### src/rtl/uart_rx_pkg.sv
package uart_rx_pkg;
  typedef enum logic [1:0] {
    ST_IDLE  = 2'd0,
    ST_START = 2'd1,
    ST_RECV  = 2'd2
  } rx_state_e;
endpackage

### src/rtl/uart_rx_counters.sv
module uart_rx_counters #(
  parameter int DATA_BITS = 8,
  parameter int SMP_W     = 3,
  parameter int BIT_W     = 4
) (
  input  logic             clk,
  input  logic             rst,
  input  logic             clr_smp,
  input  logic             inc_smp,
  input  logic             clr_bit,
  input  logic             inc_bit,
  output logic [SMP_W-1:0] smp_cnt,
  output logic [BIT_W-1:0] bit_cnt
);
  always_ff @(posedge clk) begin
    if (rst) begin
      smp_cnt <= '0;
    end else if (clr_smp) begin
      smp_cnt <= '0;
    end else if (inc_smp) begin
      smp_cnt <= smp_cnt + 1'b1;
    end
  end

  always_ff @(posedge clk) begin
    if (rst) begin
      bit_cnt <= '0;
    end else if (clr_bit) begin
      bit_cnt <= '0;
    end else if (inc_bit) begin
      bit_cnt <= bit_cnt + 1'b1;
    end
  end

  // data bits plus the stop slot never push the bit count past the frame
  p_bitcnt_bound_r4: assert property (@(posedge clk) disable iff (rst)
    bit_cnt <= BIT_W'(DATA_BITS));
endmodule

### src/rtl/uart_rx_fsm.sv
module uart_rx_fsm
  import uart_rx_pkg::*;
#(
  parameter int OVERSAMPLE = 8,
  parameter int DATA_BITS  = 8,
  parameter int SMP_W      = 3,
  parameter int BIT_W      = 4
) (
  input  logic             clk,
  input  logic             rst,
  input  logic             tick_in,
  input  logic             serial_in,
  input  logic [SMP_W-1:0] smp_cnt,
  input  logic [BIT_W-1:0] bit_cnt,
  output logic             clr_smp,
  output logic             inc_smp,
  output logic             clr_bit,
  output logic             inc_bit,
  output logic             shift_en,
  output logic             load_en
);
  localparam int MID_CNT  = OVERSAMPLE / 2 - 1;
  localparam int LAST_CNT = OVERSAMPLE - 1;

  rx_state_e state, nxt;

  always_ff @(posedge clk) begin
    if (rst) state <= ST_IDLE;
    else     state <= nxt;
  end

  always_comb begin
    nxt      = state;
    clr_smp  = 1'b0;
    inc_smp  = 1'b0;
    clr_bit  = 1'b0;
    inc_bit  = 1'b0;
    shift_en = 1'b0;
    load_en  = 1'b0;
    if (tick_in) begin
      case (state)
        ST_IDLE: begin
          if (!serial_in) begin
            nxt     = ST_START;
            clr_smp = 1'b1;
          end
        end
        ST_START: begin
          if (serial_in) begin
            nxt = ST_IDLE;
          end else if (smp_cnt == SMP_W'(MID_CNT)) begin
            nxt     = ST_RECV;
            clr_smp = 1'b1;
            clr_bit = 1'b1;
          end else begin
            inc_smp = 1'b1;
          end
        end
        ST_RECV: begin
          if (smp_cnt == SMP_W'(LAST_CNT)) begin
            clr_smp = 1'b1;
            if (bit_cnt == BIT_W'(DATA_BITS)) begin
              load_en = 1'b1;
              nxt     = ST_IDLE;
            end else begin
              shift_en = 1'b1;
              inc_bit  = 1'b1;
            end
          end else begin
            inc_smp = 1'b1;
          end
        end
        default: nxt = ST_IDLE;
      endcase
    end
  end

  // no state change without a strobe
  p_tick_gate_r2: assert property (@(posedge clk) disable iff (rst)
    !tick_in |=> state == $past(state));
  // a high line keeps the idle controller idle
  p_idle_hold_r2: assert property (@(posedge clk) disable iff (rst)
    (state == ST_IDLE && tick_in && serial_in) |=> state == ST_IDLE);
  // a high sample during start qualification aborts to idle
  p_glitch_abort_r3: assert property (@(posedge clk) disable iff (rst)
    (state == ST_START && tick_in && serial_in) |=> state == ST_IDLE);
  // the stop sample returns the controller to idle
  p_stop_to_idle_r9: assert property (@(posedge clk) disable iff (rst)
    load_en |=> state == ST_IDLE);
endmodule

### src/rtl/uart_rx_datapath.sv
module uart_rx_datapath #(
  parameter int DATA_BITS = 8
) (
  input  logic                 clk,
  input  logic                 rst,
  input  logic                 serial_in,
  input  logic                 host_busy_in,
  input  logic                 shift_en,
  input  logic                 load_en,
  output logic [DATA_BITS-1:0] rx_data,
  output logic                 byte_ready,
  output logic                 overrun_err,
  output logic                 frame_err
);
  logic [DATA_BITS-1:0] shreg;

  always_ff @(posedge clk) begin
    if (rst) begin
      shreg       <= '0;
      rx_data     <= '0;
      byte_ready  <= 1'b0;
      overrun_err <= 1'b0;
      frame_err   <= 1'b0;
    end else begin
      byte_ready <= 1'b0;
      if (shift_en) shreg <= {serial_in, shreg[DATA_BITS-1:1]};
      if (load_en) begin
        overrun_err <= host_busy_in;
        frame_err   <= ~serial_in;
        if (!host_busy_in) begin
          rx_data    <= shreg;
          byte_ready <= 1'b1;
        end
      end
    end
  end

  // the ready pulse lasts one clock
  p_pulse_width_r5: assert property (@(posedge clk) disable iff (rst)
    byte_ready |=> !byte_ready);
  // the data register changes only together with the ready pulse
  p_data_only_on_load_r5: assert property (@(posedge clk) disable iff (rst)
    (rx_data != $past(rx_data)) |-> byte_ready);
  // an overrun frame never delivers a byte
  p_overrun_no_pulse_r6: assert property (@(posedge clk) disable iff (rst)
    byte_ready |-> !overrun_err);
  // flags hold between stop samples
  p_flags_hold_r8: assert property (@(posedge clk) disable iff (rst)
    !load_en |=> ($stable(frame_err) && $stable(overrun_err)));
endmodule

### src/rtl/uart_rx_ctrl.sv
module uart_rx_ctrl #(
  parameter int OVERSAMPLE = 8,
  parameter int DATA_BITS  = 8
) (
  input  logic                 clk,
  input  logic                 rst,
  input  logic                 tick_in,
  input  logic                 serial_in,
  input  logic                 host_busy_in,
  output logic [DATA_BITS-1:0] rx_data_out,
  output logic                 byte_ready_out,
  output logic                 overrun_err_out,
  output logic                 frame_err_out
);
  localparam int SMP_W = (OVERSAMPLE > 1) ? $clog2(OVERSAMPLE) : 1;
  localparam int BIT_W = $clog2(DATA_BITS + 1);

  logic [SMP_W-1:0] smp_cnt;
  logic [BIT_W-1:0] bit_cnt;
  logic clr_smp, inc_smp, clr_bit, inc_bit, shift_en, load_en;

  uart_rx_fsm #(
    .OVERSAMPLE(OVERSAMPLE), .DATA_BITS(DATA_BITS), .SMP_W(SMP_W), .BIT_W(BIT_W)
  ) u_fsm (
    .clk(clk), .rst(rst), .tick_in(tick_in), .serial_in(serial_in),
    .smp_cnt(smp_cnt), .bit_cnt(bit_cnt),
    .clr_smp(clr_smp), .inc_smp(inc_smp), .clr_bit(clr_bit), .inc_bit(inc_bit),
    .shift_en(shift_en), .load_en(load_en)
  );

  uart_rx_counters #(
    .DATA_BITS(DATA_BITS), .SMP_W(SMP_W), .BIT_W(BIT_W)
  ) u_cnt (
    .clk(clk), .rst(rst),
    .clr_smp(clr_smp), .inc_smp(inc_smp), .clr_bit(clr_bit), .inc_bit(inc_bit),
    .smp_cnt(smp_cnt), .bit_cnt(bit_cnt)
  );

  uart_rx_datapath #(
    .DATA_BITS(DATA_BITS)
  ) u_dp (
    .clk(clk), .rst(rst), .serial_in(serial_in), .host_busy_in(host_busy_in),
    .shift_en(shift_en), .load_en(load_en),
    .rx_data(rx_data_out), .byte_ready(byte_ready_out),
    .overrun_err(overrun_err_out), .frame_err(frame_err_out)
  );
endmodule

### config.mk
export PLATFORM = sky130hd
export DESIGN_NAME = uart_rx_ctrl
export DESIGN_NICKNAME = d
export VERILOG_FILES = /design/src/rtl/uart_rx_pkg.sv /design/src/rtl/uart_rx_counters.sv /design/src/rtl/uart_rx_fsm.sv /design/src/rtl/uart_rx_datapath.sv /design/src/rtl/uart_rx_ctrl.sv
export SDC_FILE = /design/constraint.sdc
export NUM_CORES = 1
export LEC_CHECK = 0
export ABC_AREA = 1
export ABC_CLOCK_PERIOD_IN_PS = 3350
export CAP_MARGIN = 20
export CORE_UTILIZATION = 29
export DETAILED_ROUTE_END_ITERATION = 7
export PLACE_DENSITY = 0.54
export SLEW_MARGIN = 0
export SYNTH_ARGS = -nofsm -noshare
export SYNTH_HDL_FRONTEND = slang
export SYNTH_SLANG_ARGS = --single-unit
### constraint.sdc
create_clock -name clk -period 3.35 [get_ports clk]
set_clock_uncertainty 0.2 [all_clocks]
set_input_delay 0.67 -clock clk [delete_from_list [all_inputs] [get_ports clk]]
set_output_delay 0.67 -clock clk [all_outputs]
set_load 0.01 [all_outputs]
# == Word-level counts from Yosys, hierarchy flattened ==
# Index checks and enable logic that the tools add are counted.
# classes
eq_ne,9
n_bitwise,3
n_mux,28
add_sub_neg,2
n_reduce_logical,6
# op_table
cell,count
1-bit two-way mux,20
2-bit two-way mux,5
2-bit case mux with 3 select lines,1
2-bit OR reduction,3
5-bit AND reduction,1
4-bit by 1-bit adder with 4-bit output (second input constant),1
4-bit equality test (second input constant),1
2-bit by 1-bit inequality test with 1-bit output (second input constant),2
3-bit by 1-bit adder with 3-bit output (second input constant),1
3-bit by 2-bit equality test with 1-bit output (second input constant),1
3-bit equality test (second input constant),1
3-bit by 2-bit inequality test with 1-bit output (second input constant),1
1-bit inverter,3
1-bit case mux with 3 select lines,1
2-bit by 1-bit equality test with 1-bit output (second input constant),1
2-bit equality test (second input constant),1
2-bit zero test,1
2-bit inequality test (second input constant),1
1-bit case mux with 2 select lines,1
2-bit AND reduction,1
# totals
inputBits,5
elab_cells,56
ff_bits,28
output_inout_bits,11

# == Logic depth before layout (Yosys ltp) ==
# depth
ltp_word,7
ltp_mapped,9
mapped_depth_nobuf,9

# == Modules after synthesis ==
# Synthesis repeated with hierarchy kept, for this count alone.
# hier_totals
hier_cells,172
hier_area_um2,1286.2
# modules_own_cells
module,n_inst,cells_each,area_each_um2,seq_area_each_um2
uart_rx_datapath,1,82,681.9,380.4
uart_rx_fsm,1,53,311.5,40.0
uart_rx_counters,1,37,292.8,140.1

# == Worst setup path before layout ==
# Ideal clock, no wire load.
# synth_path
kind,reg-to-reg
start,reg u_cnt.smp_cnt[0]
end,reg u_dp.shreg[0]
n_path_buf,1
path_stages_with_launch,9
t_arrival_ns,1.261
t_required_ns,3.034
setup_time_ns,0.116
path_slack_ns,1.773
cell_sequence,dfxtp_1 ha_1 ha_1 nand2_1 nor2_1 nand2_1 buf_4 o21ai_0 nor2_1
# synth_via
elab_chain_len,4
# synth_rtl
item,line,source
"start, declared",uart_rx_counters.sv:12,"output logic [SMP_W-1:0] smp_cnt,"
"start signal, assigned",uart_rx_counters.sv:21,smp_cnt <= smp_cnt + 1'b1;
3-bit equality test,uart_rx_fsm.sv:60,if (smp_cnt == SMP_W'(LAST_CNT)) begin
1-bit two-way mux,uart_rx_fsm.sv:60,
1-bit two-way mux,uart_rx_fsm.sv:41,case (state)
1-bit two-way mux,uart_rx_fsm.sv:40,if (tick_in) begin
"end signal, assigned",uart_rx_datapath.sv:26,"if (shift_en) shreg <= {serial_in, shreg[DATA_BITS-1:1]};"
"end, declared",uart_rx_datapath.sv:15,logic [DATA_BITS-1:0] shreg;
# No other way between the ends.
# A chain may end at the register's enable or synchronous reset.

# == Worst setup path after layout ==
# layout_path
start,in tick_in
end,reg u_dp.shreg[7]
# layout_via
elab_chain_len,1
# layout_rtl
item,line,source
"start, declared",uart_rx_ctrl.sv:7,"input logic tick_in,"
1-bit two-way mux,uart_rx_fsm.sv:40,
# No other way between the ends.

==> reports/summary.json <==
{
  "cts_htree_levels": {"value": 1},
  "sequential_element_share_of_the_synthesized_area": {"value": 43.7, "unit": "%"},
  "worstPathCellList": {"value": "clkdlybuf4s50_1 > inv_1 > nor2_1 > nand2_1 > inv_2 > o21ai_0 > a21oi_1"},
  "cts_max_path_buffers": {"value": 2},
  "area.growth.synth_to_final": {"value": 20.6, "unit": "%"},
  "placeableCoreArea": {"value": 4120, "unit": "µm²"},
  "drt_pre_antenna_iters": {"value": 4},
  "timing.fmax": {"value": 475, "unit": "MHz"},
  "path_buf_inv": {"value": 3},
  "worstSkewPairLatency": {"value": 0.27, "unit": "ns"},
  "cts.repair.resized": {"value": 0},
  "grt_first_pass_wirelength": {"value": 3750, "unit": "µm"},
  "mappedNetlistArea": {"value": 1280, "unit": "µm²"},
  "post-cts-setup-buffers": {"value": 0},
  "finalWeightedCongestion": {"value": 0.822},
  "p_per_area": {"value": 425, "unit": "nW/µm²"},
  "seqCellArea": {"value": 561, "unit": "µm²"},
  "groute.usage.overall": {"value": 10.7, "unit": "%"},
  "grt_setup_unrepaired": {"value": "no"},
  "synthDistinctLibCells": {"value": 21},
  "clk_pin_slew": {"value": 0.10, "unit": "ns"},
  "syn_nets": {"value": 183},
  "power.leakage": {"value": 0.690, "unit": "nW"},
  "num-fill-cells": {"value": 445},
  "num_io_pins": {"value": 16},
  "combined_area_of_the_multi_input_logic_cells": {"value": 631, "unit": "µm²"},
  "drv.max_cap_violation_count": {"value": 0},
  "cts-buffers-inserted": {"value": 3},
  "report.final.hold_viol_count": {"value": 0},
  "antenna-diode-count": {"value": 0},
  "route.antenna.remaining_nets": {"value": 0},
  "fp.dieW": {"value": 68.5, "unit": "µm"},
  "initial_standard_cell_utilization_of_the_core": {"value": 31.2, "unit": "%"},
  "report.final.slew_viol_count": {"value": 0},
  "postSynthCellCount": {"value": 168},
  "status": {"value": "finished, final reports clean"},
  "clock_period_minus_final_worst_setup_slack": {"value": 2.10, "unit": "ns"},
  "post_route_cells_drive_above_1_share": {"value": 5.98, "unit": "%"},
  "critical_path.startpoint_type": {"value": "primary input"},
  "postSynthRegisterBits": {"value": 28},
  "grt-ovfl-total": {"value": 0},
  "timing_worst_setup_path_type": {"value": "primary input to flop"},
  "place_area": {"value": 1480, "unit": "µm²"},
  "post_route_fraction_of_the_period_consumed_by_the_critical_path": {"value": 62.8, "unit": "%"},
  "tightest_slew": {"value": 0.512, "unit": "ns"},
  "critical_path.endpoint_type": {"value": "flop"},
  "cts_root_buffer": {"value": "clkbuf_8"},
  "final.setup.worst_slack": {"value": 1.25, "unit": "ns"},
  "worst_ir_drop_vdd": {"value": 0.000302, "unit": "V"},
  "pin_count_of_the_biggest_net_entering_global_routing": {"value": 22},
  "drt_first_iter_violations": {"value": 54},
  "final.setup.tns": {"value": 0, "unit": "ns"},
  "num-nets-final": {"value": 200},
  "worst-endpoint-required": {"value": 3.36, "unit": "ns"},
  "first_global_vias": {"value": 841},
  "tritoncts": {"value": "done"},
  "critical_path.max_fanout": {"value": 13},
  "antenna_violations_before_repair": {"value": 0},
  "finalSetupViolCount": {"value": 0},
  "crit_arrival": {"value": 2.11, "unit": "ns"},
  "yosysWarnings": {"value": 0},
  "place_worst_setup_slack": {"value": 0.975, "unit": "ns"},
  "hp-class": {"value": "flop to flop"},
  "die_y": {"value": 68.5, "unit": "µm"},
  "wl_per_cell": {"value": 9.73, "unit": "µm"},
  "crit_slowest_cell": {"value": "clkdlybuf4s50_1"},
  "via_count": {"value": 1049},
  "dp_cells": {"value": 230},
  "slew_headroom": {"value": 65.5, "unit": "%"},
  "critical-path-max-stage-delay": {"value": 0.51, "unit": "ns"},
  "cts_hold_repair.buffers": {"value": 0},
  "drt-vias-per-instance": {"value": 4.48},
  "total_wirelength_of_the_detailed_routed_design": {"value": 2280, "unit": "µm"},
  "fp-row-count": {"value": 23},
  "io_buffers": {"value": 15},
  "final.hold.worst_slack": {"value": 0.252, "unit": "ns"},
  "die_area": {"value": 4690, "unit": "µm²"},
  "avgSynthCellArea": {"value": 7.63, "unit": "µm²"},
  "design_area": {"value": 1550, "unit": "µm²"},
  "dp.final_hpwl": {"value": 1640, "unit": "µm"},
  "cts_sinks": {"value": 28},
  "post_route_drc": {"value": 0},
  "worst_path_dominant_cell_family": {"value": "buffers and inverters"},
  "layoutNonFillerInstCount": {"value": 234}
}
path summary, 6_finish.rpt:
kind,cells after the start,start,slack (ns),endpoint
worst max-delay path,7,tick_in,1.25,u_dp.shreg[7]
worst min-delay path,2,u_dp.shreg[0],0.25,u_dp.rx_data[0]
worst max register to register,8,u_cnt.smp_cnt[0],1.39,u_dp.shreg[7]
worst min register to register,2,u_dp.shreg[0],0.25,u_dp.rx_data[0]
placed cells by master, fill, tap and decap left out, drive strengths merged:
cell,Yosys,final
nand4,1,1
xor2,1,1
bufinv,0,1
dfxtp,28,28
o21ai,12,12
nand3,16,16
clkdlybuf4s50,0,15
a21oi,9,9
buf,3,1
nor2,25,25
inv,17,17
nand2,44,44
ha,10,10
o211a,1,1
clkbuf,1,3
flip-flops by register name (all words and copies together), names as in the netlist:
signal,cells
u_dp.rx_data,8
u_dp.shreg,8
u_cnt.bit_cnt,4
u_cnt.smp_cnt,3
u_fsm.state,2
u_dp.byte_ready,1
u_dp.frame_err,1
u_dp.overrun_err,1
metal layers:
metal	vias to the layer above	routed length (µm)	part of all wire (%)	GRT usage (%)
met1	463	1160	51	13.0
met4	0	12	0.53	1.56
met2	17	1030	45	18.3
met5	-	0	0	0
met3	2	78	3.4	3.95
li1	567	-	-	-
worst register-to-register path, cell delays in order (launching register included):
cell and delay (ns):
dfxtp_1 0.34, ha_1 0.22, ha_1 0.23, nand2_1 0.10, nor2_1 0.05, nand2_1 0.29, inv_2 0.19, o21ai_0 0.20
a21oi_1 0.05
cell usage after synthesis:
cell      instances  area [µm²]
o211a_1           1        10.0
o21ai_1           1        5.00
xor2_1            1        8.76
inv_2             2        7.51
buf_2             1        5.00
ha_1             10         125
inv_1            15        56.3
buf_4             1        7.51
nor2_1           23        86.3
o21ai_0          11        55.1
nand3_2           1        10.0
a21oi_1           9        45.0
buf_6             1        11.3
nor2_4            1        11.3
nand2_4           1        11.3
nand2_1          43         161
nand3_1          15        75.1
clkbuf_1          1        3.75
nor2_8            1        20.0
dfxtp_1          28         561
nand4_1           1        6.26
logic make-up (layout without fill, tap and decap cells):
kind of cell    after synthesis  after routing  synth area share, %
simple gates                 86             86                 29.8
flops                        28             28                 43.7
compound gates               22             22                 8.97
buf+inv                      21             37                 7.12
fa+ha+maj                    10             10                 9.76
xor+xnor                      1              1                0.683
through the flow:
| step | util, % | power, mW |
|---|---|---|
| detailed placement | 35.8 | 0.403 |
| CTS | 37.6 | 0.670 |
| global route | 37.6 | 0.694 |
| floorplan | - | 0.386 |
| global placement | 35.8 | 0.403 |
| finish | 37.6 | 0.658 |
final cells by class:
type                    instances  share of cell area, %
clock inverters                 1                   1.94
well taps                      50                   4.05
repair buffers                 16                   10.2
multi-input cells             119                   40.8
clock buffers                   3                   2.67
inverters                      17                   4.13
flip-flops and latches         28                   36.2
where the power goes:
group	internal [mW]	total, mW	leakage [nW]	switching (mW)
logic	0.0200	0.0547	0.429	0.0347
registers	0.336	0.340	0.226	0.00312
clock network	0.160	0.263	0.0357	0.103
(Power assumes the default switching activity.)
